## config.mk

```make
export PLATFORM = sky130hd
export DESIGN_NAME = hfw_mailbox
export DESIGN_NICKNAME = d
export VERILOG_FILES = /design/src/rtl/mbx_pkg.sv /design/src/rtl/mbx_port_dec.sv /design/src/rtl/mbx_lock_arb.sv /design/src/rtl/mbx_buffer.sv /design/src/rtl/mbx_event.sv /design/src/rtl/hfw_mailbox.sv
export SDC_FILE = /design/constraint.sdc
export NUM_CORES = 1
export LEC_CHECK = 0
export ABC_AREA = 0
export BUFFER_PORTS_ARGS = -buffer_cell sky130_fd_sc_hd__buf_2
export CAP_MARGIN = 20
export CORE_ASPECT_RATIO = 0.8
export CORE_MARGIN = 2
export CORE_UTILIZATION = 58
export CTS_BUF_LIST = sky130_fd_sc_hd__clkbuf_8
export DETAILED_ROUTE_END_ITERATION = 12
export MAX_ROUTING_LAYER = met4
export PLACE_DENSITY = 0.75
export SKIP_LAST_GASP = 1
export SYNTH_ARGS = -nofsm -noshare
export SYNTH_HDL_FRONTEND = slang
export SYNTH_HIERARCHICAL = 1
export SYNTH_SLANG_ARGS = --single-unit
```

## constraint.sdc

```tcl
create_clock -name clk -period 5.73 [get_ports clk]
set_input_delay 1.146 -clock clk [delete_from_list [all_inputs] [get_ports clk]]
set_output_delay 1.146 -clock clk [all_outputs]
set_load 0.02 [all_outputs]
```

## src/rtl/mbx_pkg.sv

```systemverilog
`timescale 1ns/1ps
package mbx_pkg;
  // control register bit positions
  localparam int unsigned OWN_BIT  = 3;
  localparam int unsigned REQ_BIT  = 0;
  localparam int unsigned DONE_BIT = 1;
  // mask bit positions
  localparam int unsigned MSK_REQ_BIT  = 16;
  localparam int unsigned MSK_DONE_BIT = 17;
  // word indices inside the control region
  localparam int unsigned CW_HCTRL = 0;
  localparam int unsigned CW_MASK  = 1;
  localparam int unsigned CW_FCTRL = 2;
  // word indices inside the data region
  localparam int unsigned DW_FCNT  = 0;
  localparam int unsigned DW_HCNT  = 1;
  localparam int unsigned DW_BUF0  = 2;

  typedef struct packed {
    logic hctrl;
    logic mask;
    logic fctrl;
    logic fcnt;
    logic hcnt;
    logic bufw;
  } sel_t;

  typedef struct packed {
    logic set;
    logic clr;
  } lock_req_t;
endpackage

```

## src/rtl/mbx_port_dec.sv

```systemverilog
`timescale 1ns/1ps
module mbx_port_dec
  import mbx_pkg::*;
#(
  parameter int ADDR_W    = 8,
  parameter int BUF_WORDS = 16,
  localparam int WI_W     = ADDR_W - 3,
  localparam int BUF_AW   = $clog2(BUF_WORDS)
) (
  input  logic [ADDR_W-1:0] addr,
  output sel_t              sel,
  output logic [BUF_AW-1:0] buf_idx
);
  localparam logic [WI_W:0] BUF_END = (WI_W+1)'(DW_BUF0 + BUF_WORDS);

  logic            aligned;
  logic            in_data;
  logic [WI_W-1:0] wi;

  always_comb begin
    aligned   = (addr[1:0] == 2'b00);
    in_data   = addr[ADDR_W-1];
    wi        = addr[ADDR_W-2:2];
    sel.hctrl = aligned && !in_data && (wi == WI_W'(CW_HCTRL));
    sel.mask  = aligned && !in_data && (wi == WI_W'(CW_MASK));
    sel.fctrl = aligned && !in_data && (wi == WI_W'(CW_FCTRL));
    sel.fcnt  = aligned &&  in_data && (wi == WI_W'(DW_FCNT));
    sel.hcnt  = aligned &&  in_data && (wi == WI_W'(DW_HCNT));
    sel.bufw  = aligned &&  in_data && (wi >= WI_W'(DW_BUF0)) && ({1'b0, wi} < BUF_END);
    buf_idx   = BUF_AW'(wi - WI_W'(DW_BUF0));
  end
endmodule

```

## src/rtl/mbx_lock_arb.sv

```systemverilog
`timescale 1ns/1ps
module mbx_lock_arb
  import mbx_pkg::*;
(
  input  logic      clk,
  input  logic      rst,
  input  lock_req_t h_req,
  input  lock_req_t f_req,
  output logic      host_own,
  output logic      fw_own
);
  // firmware is granted against the current host state; the host is
  // refused whenever firmware holds or asks in the same cycle
  always_ff @(posedge clk) begin
    if (rst) begin
      host_own <= 1'b0;
      fw_own   <= 1'b0;
    end else begin
      if (f_req.clr)
        fw_own <= 1'b0;
      else if (f_req.set && !host_own)
        fw_own <= 1'b1;

      if (h_req.clr)
        host_own <= 1'b0;
      else if (h_req.set && !fw_own && !f_req.set)
        host_own <= 1'b1;
    end
  end
endmodule

```

## src/rtl/mbx_buffer.sv

```systemverilog
`timescale 1ns/1ps
module mbx_buffer #(
  parameter int DATA_W = 32,
  parameter int DEPTH  = 16,
  localparam int AW    = $clog2(DEPTH)
) (
  input  logic              clk,
  input  logic              a_we,
  input  logic              a_re,
  input  logic [AW-1:0]     a_idx,
  input  logic [DATA_W-1:0] a_wd,
  output logic [DATA_W-1:0] a_q,
  input  logic              b_we,
  input  logic              b_re,
  input  logic [AW-1:0]     b_idx,
  input  logic [DATA_W-1:0] b_wd,
  output logic [DATA_W-1:0] b_q
);
  logic [DATA_W-1:0] mem [DEPTH];

  // port b is written after port a so it wins a same-word collision
  always_ff @(posedge clk) begin
    if (a_we) mem[a_idx] <= a_wd;
    if (b_we) mem[b_idx] <= b_wd;
  end

  always_ff @(posedge clk) begin
    if (a_re) a_q <= mem[a_idx];
    if (b_re) b_q <= mem[b_idx];
  end
endmodule

```

## src/rtl/mbx_event.sv

```systemverilog
`timescale 1ns/1ps
module mbx_event
  import mbx_pkg::*;
#(
  parameter int DATA_W = 32
) (
  input  logic              clk,
  input  logic              rst,
  input  logic              post,
  input  logic              req_ack,
  input  logic              done_set,
  input  logic              done_ack,
  input  logic              mask_we,
  input  logic [DATA_W-1:0] mask_wd,
  output logic [DATA_W-1:0] mask_q,
  output logic              req_pend,
  output logic              rd_done,
  output logic              irq
);
  logic              req_n;
  logic              done_n;
  logic [DATA_W-1:0] mask_n;

  always_comb begin
    req_n  = post     | (req_pend & ~req_ack);
    done_n = done_set | (rd_done  & ~done_ack);
    mask_n = mask_we ? mask_wd : mask_q;
  end

  always_ff @(posedge clk) begin
    if (rst) begin
      req_pend <= 1'b0;
      rd_done  <= 1'b0;
      mask_q   <= '0;
      irq      <= 1'b0;
    end else begin
      req_pend <= req_n;
      rd_done  <= done_n;
      mask_q   <= mask_n;
      irq      <= (req_n & ~mask_n[MSK_REQ_BIT]) | (done_n & ~mask_n[MSK_DONE_BIT]);
    end
  end
endmodule

```

## src/rtl/hfw_mailbox.sv

```systemverilog
`timescale 1ns/1ps
module hfw_mailbox
  import mbx_pkg::*;
#(
  parameter int ADDR_W    = 8,
  parameter int DATA_W    = 32,
  parameter int BUF_WORDS = 16
) (
  input  logic              clk,
  input  logic              rst,
  input  logic              hst_wr,
  input  logic              hst_rd,
  input  logic [ADDR_W-1:0] hst_addr,
  input  logic [DATA_W-1:0] hst_wdata,
  output logic [DATA_W-1:0] hst_rdata,
  output logic              hst_rvalid,
  input  logic              fw_wr,
  input  logic              fw_rd,
  input  logic [ADDR_W-1:0] fw_addr,
  input  logic [DATA_W-1:0] fw_wdata,
  output logic [DATA_W-1:0] fw_rdata,
  output logic              fw_rvalid,
  output logic              fw_irq
);
  localparam int BUF_AW = $clog2(BUF_WORDS);
  localparam int NPORT  = 2;   // 0 = host, 1 = firmware

  logic [NPORT-1:0]  p_wr, p_rd, p_rvalid;
  logic [ADDR_W-1:0] p_addr  [NPORT];
  logic [DATA_W-1:0] p_wd    [NPORT];
  logic [DATA_W-1:0] p_rdata [NPORT];
  logic [DATA_W-1:0] p_bq    [NPORT];
  logic [BUF_AW-1:0] p_bidx  [NPORT];
  sel_t              p_sel   [NPORT];

  logic              host_lock, fw_lock;
  logic              req_pend, rd_done;
  logic [DATA_W-1:0] mask_q;
  logic [DATA_W-1:0] fcnt_q, hcnt_q;
  lock_req_t         h_lreq, f_lreq;

  assign p_wr      = {fw_wr, hst_wr};
  assign p_rd      = {fw_rd, hst_rd};
  assign p_addr[0] = hst_addr;
  assign p_addr[1] = fw_addr;
  assign p_wd[0]   = hst_wdata;
  assign p_wd[1]   = fw_wdata;

  generate
    for (genvar gp = 0; gp < NPORT; gp++) begin : g_port
      logic [DATA_W-1:0] reg_view;
      logic [DATA_W-1:0] reg_q;
      logic              bufsel_q;
      logic              vld_q;

      mbx_port_dec #(.ADDR_W(ADDR_W), .BUF_WORDS(BUF_WORDS)) u_dec (
        .addr    (p_addr[gp]),
        .sel     (p_sel[gp]),
        .buf_idx (p_bidx[gp])
      );

      always_comb begin
        reg_view = '0;
        if (p_sel[gp].hctrl) begin
          reg_view[OWN_BIT] = host_lock;
          reg_view[REQ_BIT] = req_pend;
        end
        if (p_sel[gp].fctrl) begin
          reg_view[OWN_BIT]  = fw_lock;
          reg_view[DONE_BIT] = rd_done;
          reg_view[REQ_BIT]  = req_pend;
        end
        if (p_sel[gp].mask) reg_view = mask_q;
        if (p_sel[gp].fcnt) reg_view = fcnt_q;
        if (p_sel[gp].hcnt) reg_view = hcnt_q;
      end

      always_ff @(posedge clk) begin
        if (rst) begin
          vld_q    <= 1'b0;
          reg_q    <= '0;
          bufsel_q <= 1'b0;
        end else begin
          vld_q <= p_rd[gp];
          if (p_rd[gp]) begin
            reg_q    <= reg_view;
            bufsel_q <= p_sel[gp].bufw;
          end
        end
      end

      assign p_rdata[gp]  = bufsel_q ? p_bq[gp] : reg_q;
      assign p_rvalid[gp] = vld_q;
    end
  endgenerate

  assign hst_rdata  = p_rdata[0];
  assign fw_rdata   = p_rdata[1];
  assign hst_rvalid = p_rvalid[0];
  assign fw_rvalid  = p_rvalid[1];

  // counter words: each one has a single writing side
  always_ff @(posedge clk) begin
    if (rst) begin
      fcnt_q <= '0;
      hcnt_q <= '0;
    end else begin
      if (fw_wr  && p_sel[1].fcnt) fcnt_q <= fw_wdata;
      if (hst_wr && p_sel[0].hcnt) hcnt_q <= hst_wdata;
    end
  end

  always_comb begin
    h_lreq.set = hst_wr && p_sel[0].hctrl &&  hst_wdata[OWN_BIT];
    h_lreq.clr = hst_wr && p_sel[0].hctrl && !hst_wdata[OWN_BIT];
    f_lreq.set = fw_wr  && p_sel[1].fctrl &&  fw_wdata[OWN_BIT];
    f_lreq.clr = fw_wr  && p_sel[1].fctrl && !fw_wdata[OWN_BIT];
  end

  mbx_lock_arb u_lock (
    .clk      (clk),
    .rst      (rst),
    .h_req    (h_lreq),
    .f_req    (f_lreq),
    .host_own (host_lock),
    .fw_own   (fw_lock)
  );

  mbx_buffer #(.DATA_W(DATA_W), .DEPTH(BUF_WORDS)) u_buf (
    .clk   (clk),
    .a_we  (hst_wr && p_sel[0].bufw),
    .a_re  (hst_rd && p_sel[0].bufw),
    .a_idx (p_bidx[0]),
    .a_wd  (hst_wdata),
    .a_q   (p_bq[0]),
    .b_we  (fw_wr && p_sel[1].bufw),
    .b_re  (fw_rd && p_sel[1].bufw),
    .b_idx (p_bidx[1]),
    .b_wd  (fw_wdata),
    .b_q   (p_bq[1])
  );

  mbx_event #(.DATA_W(DATA_W)) u_evt (
    .clk      (clk),
    .rst      (rst),
    .post     (hst_wr && p_sel[0].hctrl && hst_wdata[REQ_BIT]),
    .req_ack  (fw_rd && p_sel[1].hcnt),
    .done_set (hst_wr && p_sel[0].bufw && (p_bidx[0] == '0)),
    .done_ack (fw_rd && p_sel[1].fctrl),
    .mask_we  (hst_wr && p_sel[0].mask),
    .mask_wd  (hst_wdata),
    .mask_q   (mask_q),
    .req_pend (req_pend),
    .rd_done  (rd_done),
    .irq      (fw_irq)
  );
endmodule

```

==> reports/qor.txt <==
Clock Power Share: 0.376
Clock Pin Slew Worst Setup and Hold Paths: 60 ps
Core Area: 67300 sq um
Hold path cells: 2
Hold Vio Cnt, Final: 0
Switch share: 0.258
Top_reg_cell synth: edfxtp_1
Max H-tree Level: 3
CTS tree: done
DP HPWL: 81000 um
TritonCTS Buffers: 116
Critical Path Max Stage Delay: 890 ps
Worst slew pin tran: 1200 ps
Clk Latency, worst-skew pair: 740 ps
CP Class: input pin to flop
Vias per inst: 7.14
CP max FO: 36
Cell count after synthesis: 2809
# IOs: 153
Post-synth EDFFs: 576
All-layer global routing usage: 0.373
Crit-path cells: clkbuf_8 -> or3b_1 -> a221oi_1 -> and2_1 -> nor3b_1 -> buf_4 -> nor2b_4 -> a41o_2
Sequential share of power: 0.516
DR vias: 27631
Post-CTS Resized: 0
Worst VDD drop: 0.000179 V
Initial Utilization: 0.587
Top cells by area, synth: edfxtp_1 44%, mux2_2 16%, mux4_2 15%
# Post-CTS Setup Buffers: 0
Levels on crit path: 8
Placed Instances: 3655
Post-synthesis sequential area ratio: 0.523
Yosys top cell by area: edfxtp_1
Die width: 296 um
Kind of cell adding the most delay to the critical path: simple AND/OR/NAND/NOR gates
Reg2reg path depth: 3
Critical Path Slowest Stage Cell: a41o_2
Initial antenna violation count: 7
Ys Warns: 6
Crit path capture type: flop
Internal power: 0.00845 W
Area grow syn2layout: 10.3%
CTS root buffer: clkbuf_8
Logic pwr share: 0.108
Syn nets: 2897
Relative slew slack: 0.197
Synth cell types: 50
Pin count of the biggest net entering global routing: 136
CP bufs+invs: 2
Fraction of registers with async set/reset: 0
Number of global-route vias before repair: 27259
Crit path DAT: 4430 ps
Full die area: 70200 sq um
RSZ-0062 raised after global routing: false
CTS Hold Bufs: 0
Fin crit period: 4080 ps
Pleak: 14.4 nW
First-pass GRT wire length: 184000 um
Commonest cells post-synth: 576 x edfxtp_1, 573 x mux2_2, 298 x nand2_1, 256 x mux4_2, 173 x clkbuf_1
Most numerous cell in the Yosys netlist: edfxtp_1
Worst Path Required: 6090 ps
Setup-failing EPs final: 0
Die Height: 237 um
Setup_tns: 0 ps
Sink Count: 745
IO buf count: 152
Pwr per Cell Area: 261 nW/um^2
Crit start category: input pin
Final net count: 2952
FF+latch count, synth: 745
Max cap viols: 0
Cell Count, Final, Fillers Out: 3872
DP Area: 41300 sq um
Total gr overflow: 0
Worst hold slack: 455 ps
Drt pass-1 iters: 8
Net Sw Power: 0.00294 W
Placer Congestion: 0.919
Starting DRT DRC Count: 4313
Max Buffers Root-to-Sink: 3
Avg WL per Cell: 32.8 um
Max Freq: 245 MHz
Synthesized cell area: 39500 sq um
Layout Skew: 38.3 ps
Total routed wirelength: 127000 um
Fin. max-slew vios: 0
Row cnt: 85
Top-area cell type share of the netlist area: 0.438
Syn_area_per_cell: 14.1 sq um
# DRC: 0
Share of layout cells above drive strength 1: 0.434
Final instance area: 43600 sq um
Final ANT Viol Nets: 0
Run status: finished, final reports clean
Fin crit share: 0.711
Worst Hold Class: flop to flop
power by group through the flow:
stage	Clock, W	Combinational [W]	Sequential, W
global route	0.00453	0.00127	0.00587
global placement	0	0.00112	0.00599
finish	0.00428	0.00123	0.00588
floorplan	0	0.000699	0.00598
CTS	0.00429	0.00116	0.00588
detailed placement	0	0.00116	0.00599
state kept, by name, summed over array words and instances, names as in the netlist:
register         count
u_evt/req_pend       1
u_buf/a_q           32
u_evt/mask_q        32
hcnt_q              32
g_port.bufsel_q      2
fcnt_q              32
u_buf/mem          512
g_port.reg_q        64
u_buf/b_q           32
u_lock/fw_own        1
u_evt/rd_done        1
u_evt/irq            1
fw_rvalid            1
hst_rvalid           1
u_lock/host_own      1
worst reg2reg max path: cells and delay by family, from the launching register on:
family	cells	cell delay (ps)
flops	1	410
compound gates	1	500
simple gates	1	310
mux	1	490
cell families (layout without fill, tap and decap cells):
logic type	after synthesis	count (layout)	share of synthesized area
AND/OR/NAND/NOR	424	424	0.0458
other	0	4	0
XOR/XNOR	2	2	0.000443
buffers and inverters	320	466	0.0368
adder cells (fa/ha/maj)	2	2	0.000633
flip-flops	745	745	0.523
multiplexers	861	861	0.317
AO/OA/AOI/OAI	455	455	0.0755
layout by cell type, fill, tap and decap left out, drive strengths merged, types with 3 or more instances in the layout:
master | Yosys | routed
or3b | 5 | 5
mux4 | 256 | 256
a22oi | 131 | 131
o22ai | 6 | 6
clkbuf | 174 | 127
o211ai | 58 | 58
a211oi | 4 | 4
clkinv | 0 | 44
a221oi | 3 | 3
o21ai | 49 | 49
clkinvlp | 0 | 3
diode | 0 | 4
mux2 | 573 | 573
bufinv | 0 | 3
inv | 19 | 53
nor2 | 58 | 58
o21a | 4 | 4
nor4 | 11 | 11
nand3b | 4 | 4
and3 | 3 | 3
a41o | 4 | 4
a221o | 28 | 28
buf | 127 | 236
nor3b | 4 | 4
nand2b | 11 | 11
nand2 | 298 | 298
or2 | 4 | 4
and2 | 11 | 11
mux2i | 32 | 32
edfxtp | 576 | 576
o32ai | 3 | 3
a21oi | 163 | 163
nor2b | 9 | 9
dfxtp | 169 | 169
through the flow:
stage          total power (W)  setup WS [ps]  utilization
2_1_floorplan          0.00668            382            -
3_3_place_gp           0.00711            819        0.611
3_5_place_dp           0.00715            995        0.614
4_1_cts                 0.0113           1770        0.645
5_1_grt                 0.0117           1590        0.647
6_report                0.0114           1650        0.647
routing by layer:
| layer | vias to the layer above | GRT usage | share of wire |
|---|---|---|---|
| li1 | 11169 | - | - |
| met1 | 13885 | 0.519 | 0.37 |
| met2 | 2276 | 0.508 | 0.43 |
| met3 | 301 | 0.139 | 0.17 |
| met4 | 0 | 0.118 | 0.034 |
| met5 | - | - | 0 |
path summary, 6_finish.rpt:
check | from | to | slack, ps
setup / recovery | fw_addr[2] | u_buf/mem[3][8]$_DFFE_PP_ | 1650
hold reg to reg | g_port[1].reg_q[26]$_SDFFE_PP0P_ | g_port[1].reg_q[26]$_SDFFE_PP0P_ | 460
setup reg to reg | u_buf/mem[12][5]$_DFFE_PP_ | u_buf/b_q[5]$_DFFE_PP_ | 3680
hold / removal | g_port[1].reg_q[26]$_SDFFE_PP0P_ | g_port[1].reg_q[26]$_SDFFE_PP0P_ | 460
final cells by class:
| class | count | area, sq um |
|---|---|---|
| Multi-Input combinational cell | 1744 | 17700 |
| Inverter | 19 | 78.8 |
| Clock buffer | 125 | 1720 |
| Tap cell | 913 | 1140 |
| Antenna cell | 4 | 10.0 |
| Sequential cell | 745 | 20700 |
| Fill cell | 4800 | 23800 |
| Timing Repair Buffer | 238 | 1800 |
| Clock inverter | 84 | 432 |
Power figures use the tool's default switching activity.
